===== config.mk =====
export PLATFORM = sky130hd
export DESIGN_NAME = spi_regmaster
export DESIGN_NICKNAME = d
export VERILOG_FILES = /design/src/rtl/spim_pkg.sv /design/src/rtl/spim_clkgen.sv /design/src/rtl/spim_engine.sv /design/src/rtl/spim_csctl.sv /design/src/rtl/spi_regmaster.sv
export SDC_FILE = /design/constraint.sdc
export NUM_CORES = 1
export LEC_CHECK = 0
export ABC_AREA = 1
export CORE_MARGIN = 8
export CORE_UTILIZATION = 29
export CTS_CLUSTER_DIAMETER = 100
export DETAILED_ROUTE_END_ITERATION = 7
export PLACE_DENSITY_LB_ADDON = 0.08
export SLEW_MARGIN = 40
export SYNTH_ARGS = -nofsm -noshare
export SYNTH_HDL_FRONTEND = slang
export SYNTH_HIERARCHICAL = 1
export SYNTH_SLANG_ARGS = --single-unit
export TNS_END_PERCENT = 1

===== constraint.sdc =====
create_clock -name clk -period 3 [get_ports clk]
set_clock_uncertainty 0.15 [all_clocks]
set_input_delay 0.75 -clock clk [delete_from_list [all_inputs] [get_ports clk]]
set_output_delay 0.75 -clock clk [all_outputs]
set_load 0.02 [all_outputs]

===== src/rtl/spim_pkg.sv =====
package spim_pkg;

  localparam int BUS_AW = 5;
  localparam int BUS_DW = 32;

  localparam logic [BUS_AW-1:0] OFF_CTRL    = 5'h00;
  localparam logic [BUS_AW-1:0] OFF_STATUS  = 5'h04;
  localparam logic [BUS_AW-1:0] OFF_TX_HI   = 5'h08;
  localparam logic [BUS_AW-1:0] OFF_TX_LO   = 5'h0C;
  localparam logic [BUS_AW-1:0] OFF_RX_HI   = 5'h10;
  localparam logic [BUS_AW-1:0] OFF_RX_LO   = 5'h14;
  localparam logic [BUS_AW-1:0] OFF_CSEL    = 5'h18;
  localparam logic [BUS_AW-1:0] OFF_LOOP    = 5'h1C;

  localparam int CSEL_MANUAL_BIT = 16;

  typedef enum logic [2:0] {
    ST_IDLE,
    ST_SETUP,
    ST_HIGH,
    ST_LOW,
    ST_HOLD
  } spim_state_e;

endpackage


===== src/rtl/spim_clkgen.sv =====
module spim_clkgen #(
  parameter int HALF_DIV = 2
) (
  input  logic clk,
  input  logic rst_n,
  input  logic run,
  output logic tick
);

  localparam int DIV_W = (HALF_DIV > 1) ? $clog2(HALF_DIV) : 1;
  localparam logic [DIV_W-1:0] LAST = DIV_W'(HALF_DIV - 1);

  logic [DIV_W-1:0] cnt_q;

  assign tick = run && (cnt_q == LAST);

  always_ff @(posedge clk or negedge rst_n) begin
    if (!rst_n) begin
      cnt_q <= '0;
    end else if (!run || cnt_q == LAST) begin
      cnt_q <= '0;
    end else begin
      cnt_q <= cnt_q + DIV_W'(1);
    end
  end

endmodule


===== src/rtl/spim_engine.sv =====
module spim_engine
  import spim_pkg::*;
#(
  parameter int DATA_W = 40,
  parameter int CNT_W  = 6
) (
  input  logic              clk,
  input  logic              rst_n,
  input  logic              start,
  input  logic [CNT_W-1:0]  len_in,
  input  logic              aligned,
  input  logic [DATA_W-1:0] tx_data,
  input  logic              miso_in,
  input  logic              tick,
  output logic              busy,
  output logic              done,
  output logic              sclk,
  output logic              mosi,
  output logic [DATA_W-1:0] rx_data
);

  spim_state_e       state_q;
  logic [CNT_W-1:0]  bitcnt_q;
  logic [CNT_W-1:0]  len_q;
  logic [DATA_W-1:0] tx_q;
  logic [DATA_W-1:0] rx_q;
  logic              sclk_q;
  logic              done_q;

  logic [CNT_W-1:0]  shift_amt;
  logic [DATA_W-1:0] tx_load;
  logic              accept;

  assign accept    = start && (state_q == ST_IDLE);
  assign shift_amt = CNT_W'(DATA_W) - len_in;
  assign tx_load   = aligned ? (tx_data << shift_amt) : tx_data;

  assign busy    = (state_q != ST_IDLE);
  assign done    = done_q;
  assign sclk    = sclk_q;
  assign mosi    = tx_q[DATA_W-1];
  assign rx_data = rx_q;

  always_ff @(posedge clk or negedge rst_n) begin
    if (!rst_n) begin
      state_q  <= ST_IDLE;
      bitcnt_q <= '0;
      len_q    <= '0;
      tx_q     <= '0;
      rx_q     <= '0;
      sclk_q   <= 1'b0;
      done_q   <= 1'b0;
    end else begin
      unique case (state_q)
        ST_IDLE: begin
          if (accept) begin
            rx_q     <= '0;
            bitcnt_q <= '0;
            len_q    <= len_in;
            tx_q     <= tx_load;
            if (len_in == '0) begin
              done_q <= 1'b1;
            end else begin
              done_q  <= 1'b0;
              state_q <= ST_SETUP;
            end
          end
        end
        ST_SETUP, ST_LOW: begin
          if (tick) begin
            sclk_q  <= 1'b1;
            rx_q    <= {rx_q[DATA_W-2:0], miso_in};
            state_q <= ST_HIGH;
          end
        end
        ST_HIGH: begin
          if (tick) begin
            sclk_q   <= 1'b0;
            bitcnt_q <= bitcnt_q + CNT_W'(1);
            if (bitcnt_q + CNT_W'(1) == len_q) begin
              state_q <= ST_HOLD;
            end else begin
              tx_q    <= {tx_q[DATA_W-2:0], 1'b0};
              state_q <= ST_LOW;
            end
          end
        end
        ST_HOLD: begin
          if (tick) begin
            state_q <= ST_IDLE;
            done_q  <= 1'b1;
          end
        end
        default: state_q <= ST_IDLE;
      endcase
    end
  end

  AST_SCLK_IDLE_LOW: assert property (@(posedge clk) disable iff (!rst_n)
    (state_q == ST_IDLE) |-> !sclk_q);

  AST_MOSI_HOLD_HIGH: assert property (@(posedge clk) disable iff (!rst_n)
    (sclk_q && $past(sclk_q)) |-> $stable(tx_q[DATA_W-1]));

  AST_ZERO_LEN_DONE: assert property (@(posedge clk) disable iff (!rst_n)
    (accept && len_in == '0) |=> (done_q && state_q == ST_IDLE && !sclk_q));

  AST_START_CLEARS_DONE: assert property (@(posedge clk) disable iff (!rst_n)
    (accept && len_in != '0) |=> !done_q);

  AST_BITCNT_LIMIT: assert property (@(posedge clk) disable iff (!rst_n)
    busy |-> (bitcnt_q <= len_q && len_q <= CNT_W'(DATA_W)));

endmodule


===== src/rtl/spim_csctl.sv =====
module spim_csctl #(
  parameter int NUM_CS = 4
) (
  input  logic [NUM_CS-1:0] sel,
  input  logic              manual,
  input  logic              active,
  output logic [NUM_CS-1:0] cs_n
);

  for (genvar i = 0; i < NUM_CS; i++) begin : g_line
    always_comb begin
      if (manual) begin
        cs_n[i] = ~sel[i];
      end else begin
        cs_n[i] = ~(sel[i] && active);
      end
    end
  end

endmodule


===== src/rtl/spi_regmaster.sv =====
module spi_regmaster
  import spim_pkg::*;
#(
  parameter int DATA_W   = 40,
  parameter int NUM_CS   = 4,
  parameter int HALF_DIV = 2
) (
  input  logic              clk,
  input  logic              rst_n,
  input  logic              bus_we,
  input  logic [4:0]        bus_addr,
  input  logic [31:0]       bus_wdata,
  output logic [31:0]       bus_rdata,
  output logic              spi_sclk,
  output logic              spi_mosi,
  input  logic              spi_miso,
  output logic [NUM_CS-1:0] spi_cs_n
);

  localparam int CNT_W = $clog2(DATA_W + 1);
  localparam int HI_W  = DATA_W - 32;

  logic [7:0]        len_raw_q;
  logic              mode_q;
  logic [DATA_W-1:0] tx_q;
  logic [NUM_CS-1:0] sel_q;
  logic              manual_q;
  logic              loop_q;

  logic              busy;
  logic              done;
  logic              tick;
  logic              mosi_int;
  logic              miso_eff;
  logic [DATA_W-1:0] rx_data;
  logic              ctrl_wr;
  logic              start;
  logic [7:0]        len_new;
  logic [CNT_W-1:0]  len_clamped;
  logic              unused_bits;

  assign unused_bits = ^bus_wdata;

  assign ctrl_wr     = bus_we && (bus_addr == OFF_CTRL) && !busy;
  assign start       = ctrl_wr && bus_wdata[0];
  assign len_new     = bus_wdata[15:8];
  assign len_clamped = (len_new > 8'(DATA_W)) ? CNT_W'(DATA_W) : len_new[CNT_W-1:0];

  always_ff @(posedge clk or negedge rst_n) begin
    if (!rst_n) begin
      len_raw_q <= '0;
      mode_q    <= 1'b0;
      tx_q      <= '0;
      sel_q     <= NUM_CS'(1);
      manual_q  <= 1'b0;
      loop_q    <= 1'b0;
    end else if (bus_we) begin
      unique case (bus_addr)
        OFF_CTRL:   if (!busy) len_raw_q <= len_new;
        OFF_STATUS: mode_q <= bus_wdata[1];
        OFF_TX_HI:  tx_q[DATA_W-1:32] <= bus_wdata[HI_W-1:0];
        OFF_TX_LO:  tx_q[31:0] <= bus_wdata;
        OFF_CSEL: begin
          sel_q    <= bus_wdata[NUM_CS-1:0];
          manual_q <= bus_wdata[CSEL_MANUAL_BIT];
        end
        OFF_LOOP:   loop_q <= bus_wdata[0];
        default: ;
      endcase
    end
  end

  always_comb begin
    unique case (bus_addr)
      OFF_CTRL:   bus_rdata = 32'(len_raw_q) << 8;
      OFF_STATUS: bus_rdata = 32'({mode_q, done});
      OFF_TX_HI:  bus_rdata = 32'(tx_q[DATA_W-1:32]);
      OFF_TX_LO:  bus_rdata = tx_q[31:0];
      OFF_RX_HI:  bus_rdata = 32'(rx_data[DATA_W-1:32]);
      OFF_RX_LO:  bus_rdata = rx_data[31:0];
      OFF_CSEL:   bus_rdata = 32'(sel_q) | (32'(manual_q) << CSEL_MANUAL_BIT);
      OFF_LOOP:   bus_rdata = 32'(loop_q);
      default:    bus_rdata = '0;
    endcase
  end

  assign miso_eff = loop_q ? mosi_int : spi_miso;
  assign spi_mosi = mosi_int;

  spim_clkgen #(.HALF_DIV(HALF_DIV)) u_clkgen (
    .clk   (clk),
    .rst_n (rst_n),
    .run   (busy),
    .tick  (tick)
  );

  spim_engine #(.DATA_W(DATA_W), .CNT_W(CNT_W)) u_engine (
    .clk     (clk),
    .rst_n   (rst_n),
    .start   (start),
    .len_in  (len_clamped),
    .aligned (mode_q),
    .tx_data (tx_q),
    .miso_in (miso_eff),
    .tick    (tick),
    .busy    (busy),
    .done    (done),
    .sclk    (spi_sclk),
    .mosi    (mosi_int),
    .rx_data (rx_data)
  );

  spim_csctl #(.NUM_CS(NUM_CS)) u_csctl (
    .sel    (sel_q),
    .manual (manual_q),
    .active (busy),
    .cs_n   (spi_cs_n)
  );

  AST_DONE_AFTER_CS: assert property (@(posedge clk) disable iff (!rst_n)
    (!manual_q && done) |-> (&spi_cs_n));

  AST_BUSY_WRITE_IGNORED: assert property (@(posedge clk) disable iff (!rst_n)
    (bus_we && bus_addr == OFF_CTRL && busy) |=> $stable(len_raw_q));

  AST_LEN_CLAMP: assert property (@(posedge clk) disable iff (!rst_n)
    start |-> (len_clamped <= CNT_W'(DATA_W)));

  AST_SCLK_NEEDS_CS: assert property (@(posedge clk) disable iff (!rst_n)
    (spi_sclk && !manual_q && $onehot(sel_q)) |-> !(&spi_cs_n));

endmodule


# ---- Yosys cells after proc, flatten, opt, wreduce, memory -nomap -nowiden
# Index checks and enable logic that the tools add are counted.
dict set report op_classes {
  muxes 32
  reduce_logical 33
  bitwise_logic 10
  add_sub_neg 3
  shift 1
  order_cmp 1
  eq_ne 18
}
# op count
set op_table {}
lappend op_table {{32-bit case mux with 8 select lines} 1}
lappend op_table {{40-bit two-way mux} 6}
lappend op_table {{40-bit case mux with 2 select lines} 2}
lappend op_table {{40-bit by 6-bit left shift with 40-bit output} 1}
lappend op_table {{5-bit == test (second input constant)} 4}
lappend op_table {{3-bit two-way mux} 6}
lappend op_table {{6-bit two-way mux} 3}
lappend op_table {{4-bit by 17-bit OR with 17-bit output} 1}
lappend op_table {{3-bit AND reduction} 5}
lappend op_table {{3-bit case mux with 4 select lines} 1}
lappend op_table {{6-bit case mux with 2 select lines} 1}
lappend op_table {{2-bit AND reduction} 6}
lappend op_table {{5-bit by 4-bit == test with 1-bit output (second input constant)} 2}
lappend op_table {{1-bit two-way mux} 10}
lappend op_table {{2-bit != test (second input constant)} 5}
lappend op_table {{1-bit logical AND} 9}
lappend op_table {{1-bit inverter} 9}
lappend op_table {{8-bit by 6-bit > comparator with 1-bit output (second input constant)} 1}
lappend op_table {{2-bit nonzero test} 4}
lappend op_table {{6-bit by 1-bit adder with 6-bit output (second input constant)} 1}
lappend op_table {{3-bit by 2-bit == test with 1-bit output (second input constant)} 2}
lappend op_table {{6-bit == test} 1}
lappend op_table {{6-bit zero test} 1}
lappend op_table {{6-bit subtractor (first input constant)} 1}
lappend op_table {{other kinds (14)} 15}
dict set report word_totals {
  register_bits 153
  elab_cells 113
}

# ---- Logic depth before layout (Yosys ltp)
dict set report logic_depth {
  word_depth 7
  mapped_depth 24
  mapped_depth_nobuf 21
}

# ---- Hierarchy
# The synthesis kept the hierarchy.
# module cells_each instances seq_area_each_um2 area_each_um2
set by_module_without_submodules {}
lappend by_module_without_submodules {spim_engine 1047 1 2427.3 6870.3}
lappend by_module_without_submodules {spi_regmaster 430 1 1377.6 3001.6}
lappend by_module_without_submodules {spim_clkgen 5 1 25.0 42.5}
lappend by_module_without_submodules {spim_csctl 4 1 0.0 20.0}

# ---- Worst setup path before layout
# OpenSTA, ideal clock, no wires.
dict set report synth_path {
  path_kind {input to register}
  start {input bus_wdata[10]}
  end {register u_engine.tx_q[36]}
  t_arrival_ns 3.067
  required_ns 2.734
  setup_slack_ns -0.333
  setup_time_ns 0.116
  cell_stages 22
  path_cell_list {inv_1 > nand2_1 > nor3_1 > nand2_1 > a21oi_1 > buf_4 > inv_2 > buf_2 > ha_1 > clkbuf_1 > inv_1 > buf_2 > buf_4 > nand3_1 > nand3_1 > nand3_1 > nand3_1 > o21ai_0 > o21ai_0 > nand2_1 > nand2_1 > nand2_1}
}
dict set report synth_between {
  elab_chain_len 7
}
# item line_no
set synth_rtl {}
lappend synth_rtl {{from (decl)} spi_regmaster.sv:12} ;# input logic [31:0] bus_wdata,
lappend synth_rtl {{8-bit by 6-bit > comparator with 1-bit output} spi_regmaster.sv:47} ;# assign len_clamped = (len_new > 8'(DATA_W)) ? CNT_W'(DATA_W) : len_new[CNT_W-1:0];
lappend synth_rtl {{6-bit two-way mux} spi_regmaster.sv:47}
lappend synth_rtl {{net len_clamped[0]} spi_regmaster.sv:39} ;# logic [CNT_W-1:0] len_clamped;
lappend synth_rtl {{6-bit subtractor} spim_engine.sv:35} ;# assign shift_amt = CNT_W'(DATA_W) - len_in;
lappend synth_rtl {{40-bit by 6-bit left shift with 40-bit output} spim_engine.sv:36} ;# assign tx_load = aligned ? (tx_data << shift_amt) : tx_data;
lappend synth_rtl {{40-bit two-way mux} spim_engine.sv:36}
lappend synth_rtl {{40-bit two-way mux} spim_engine.sv:56} ;# if (accept) begin
lappend synth_rtl {{40-bit case mux with 2 select lines} spim_engine.sv:54} ;# unique case (state_q)
lappend synth_rtl {{to (signal assigned)} spim_engine.sv:60} ;# tx_q <= tx_load;
lappend synth_rtl {{to (signal assigned)} spim_engine.sv:83} ;# tx_q <= {tx_q[DATA_W-2:0], 1'b0};
lappend synth_rtl {{to (decl)} spim_engine.sv:25} ;# logic [DATA_W-1:0] tx_q;
# The timed path passes the listed nets, and every way through them passes these cells. The select of a mux whose other input is x is not followed.
# A chain may end at the register's enable or synchronous reset.

# ---- Worst setup path in the final report
dict set report layout_path {
  start {input bus_wdata[10]}
  end {register u_engine.tx_q[38]}
}
# The elaborated chain is that of the path after synthesis.

==> impl_metrics.toml <==
[routing]
drtAntennaViolNets = 0
drt_iter0_drc = 791
wl_per_cell_um = 19.2
drc = 0
drtPass1Iterations = 5
routed_wl_um = 41500
viasPerCell = 5.10
vias = 11000

[critical_path]
r2r_end = "u_engine/tx_q[35]"
crit_fanout = 6
reg2reg_from = "u_engine/state_q[2]"
end_kind = "flip-flop"
crit_path_frequent_cell = "nand2_1"
cp_slowest_cell = "ha_4"
critPathMaxStageDelay_ps = 400
path_delay_family = "simple AND/OR/NAND/NOR gates"
r2r_cells = 14
cp.required_ps = 3200
cp.arrival_ps = 3240
critPathKind = "in -> reg"
reg2reg_slack_ps = 470
path_cells = "dlymetal6s2s_1, inv_2, nand2_1, nor3_2, nand2_2, buf_6, a21oi_4, inv_4, ha_4, buf_12, nand3_1, nand3_2, nand3_1, nand2_1, nand2_1, nand3_2, nand2_1, nand2_1, nand2_1, nand2_1, nand2_1"
crit_start = "bus_wdata[10]"
path_buf_inv = 5
start_kind = "input pin"

[synth]
syn_inst = 1486
synth_fp_nets = 1529
synth_edf_count = 0
yosysTopAreaCell = "dfrtp_1"
synth_top_cell_area_share_pct = 38.3
synthTopCellsByArea = "dfrtp_1 (38%), nand2_1 (20%), nand3_1 (14%)"
async_flop_share_pct = 100
yosys_most_used_dff = "dfrtp_1"
synth_most_common_cell = "nand2_1"
synth.top_cells.by_count = "nand2_1 (521), nand3_1 (268), dfrtp_1 (152)"
postSynthRegisterBits = 153
synth_cell_types = 38
yosys_warnings = 6
yosysSeqAreaShare_pct = 38.6
synth_area_um2 = 9930
syn_area_per_cell_um2 = 6.69

[pwr]
combPwrFrac_pct = 46.1
p_switching_uw = 4320
p_leak_uw = 0.00695
p_total_uw = 10100
swShare_pct = 42.8
p_int_uw = 5780
power.share.sequential_pct = 31.9
powerDensity_nw_per_um2 = 723
irDropWorstVdd_v = 0.000462
clkPwrFrac_pct = 22.0

[timing]
min_period_ps = 3040
worst_slack_ps = -43.9
grt_setup_unrepaired = "yes"
finalMaxSlewViolations = 0
finalSetupViolCount = 7
worst_pin_slew_ps = 503
hold_viol = 0
slew_headroom_pct = 66.4
min_period_over_period_pct = 101
fmax_mhz = 329

[floorplanning]
die_h_um = 201
num_rows = 67
start_util_pct = 29.6
core_um2 = 33600
die-area_um2 = 40400
ios = 79
die_x_um = 201

[final_layout]
multi_input_area_um2 = 5820
final_area_um2 = 14000
fin_cells = 2161
drive_gt1_share_pct = 27.3
register_area_um2 = 3830
synthToLayoutAreaGrowth_pct = 40.6
postLayoutCoreUtil_pct = 41.5
n_antenna_cell = 0
n_fill_cell = 3500
nNetsFinal = 1744

[placed_design]
routabilityCongestion = 0.908
dp_cells = 2108
io_buffers = 78
dpl.hpwl_um = 31000
placed_area_um2 = 12700

[grt]
grt_pass1_wl_um = 63400
antenna_found_initial = 0
grt_max_degree = 50
grt_pass1_vias = 10700
grt-ovfl-total = 0
track_usage_pct = 20.0

[clock_network]
root_buffer = "clkbuf_16"
cts_buffers = 17
cts.clk_slew.worst_paths_ps = 70
cts_tree = "built"
clock_sink_count = 153
clk_latency_ps = 450
htree_levels = 4
cts.hold.buffers_added = 0
clockBufferDepth = 2

[min_path]
worstHoldPathType = "in -> async"

[outcome]
status = "complete, but fails checks"
violations = "setup timing"

[run]
drv_cap = 0
## stage by stage
stage / setup WS (ps) / TNS (ps) / hold slack (ps)
2_1_floorplan: -38.3 / -338 / 264
3_3_place_gp: -935 / -64250 / 277
3_5_place_dp: -963 / -67190 / 279
4_1_cts: -179 / -4690 / 96.7
5_1_grt: -146 / -3880 / 112
6_report: -43.9 / -151 / 85.2
## how the worst max path moves through the flow
stage | to | slack [ps] | cells after the start
final | u_engine/tx_q[38] | -40 | 21
after global routing | u_engine/tx_q[39] | -150 | 25
after CTS | u_engine/tx_q[39] | -180 | 23
after detailed placement | u_engine/tx_q[39] | -960 | 19
after global placement | u_engine/tx_q[39] | -940 | 19
after floorplan | u_engine/tx_q[16] | -40 | 22
## logic make-up (layout without fill, tap and decap cells)
group           count (synthesis)  after routing  share of synthesized area [%]
fa+ha+maj                       2              2                          0.252
flops                         153            153                           38.6
buf+inv                       204            431                           9.04
simple gates                  907            907                           39.7
mux                             1              1                          0.113
xor+xnor                        3              3                          0.265
compound gates                216            216                           12.1
## area by class of cell
class | count | share of cell area, %
multi-input combinational | 1129 | 41.7
tap | 448 | 4.01
inverter | 120 | 3.33
timing repair buffer | 280 | 19.3
sequential | 153 | 27.4
clock buffer | 20 | 3.27
clock inverter | 11 | 0.994
## worst reg2reg max path, delay by kind of cell (launching register included)
family          cells  cell delay, ps
compound gates      1             120
buf+inv             4             620
simple gates        9            1160
flops               1             410
## flip-flops by register name (all words and copies together) (netlist names)
register and cells:
u_engine/state_q 3, u_engine/rx_data 40, len_raw_q 8, u_engine/len_q 6, u_engine/sclk 1, u_clkgen/cnt_q 1
manual_q 1, u_engine/bitcnt_q 6, mode_q 1, tx_q 40, sel_q 4, loop_q 1
u_engine/tx_q 40, u_engine/done 1
## power groups by stage
stage / clock [uW] / combinational [uW] / sequential [uW]
4_1_cts: 2290 / 4500 / 3220
3_5_place_dp: 0 / 4420 / 3250
3_3_place_gp: 0 / 4430 / 3250
5_1_grt: 2380 / 5150 / 3300
6_report: 2220 / 4660 / 3220
2_1_floorplan: 0 / 2860 / 3060
## layer usage
layer	track usage [%]	up-vias	wire length, um
met1	27.6	5275	19600
met2	31.4	330	18800
li1	-	5356	-
met4	5.76	0	1050
met5	0	-	0
met3	3.89	67	2070
## cells in the final DEF (no fill, tap or decap), types with 3 or more instances in the layout
master	instances
buf_4	165
clkdlybuf4s50_1	32
dfrtp_1	152
nand4_1	19
o21ai_1	70
nor3_4	3
nor2_1	43
o22ai_1	43
nor2_4	7
a21oi_2	6
o21ai_2	12
nor3_1	3
nand2_2	45
o211ai_1	5
a21oi_1	35
buf_2	19
buf_6	10
clkbuf_16	22
nand2_1	488
inv_2	8
or2_2	12
clkinv_4	4
buf_12	30
inv_4	3
nand3_1	191
dlygate4sd2_1	4
nor2_2	10
clkbuf_2	7
o21ai_0	40
inv_1	107
nand3_2	77
## what timing repair did
item                                    4_1_cts  5_1_grt
endpoints found under the setup margin       75       73
hold endpoints to repair                      0        0
gates resized for setup                     172      122
gates cloned                                  2        5
pin swaps                                    16       34
buffers inserted                             10        5
Power figures use the tool's default switching activity.
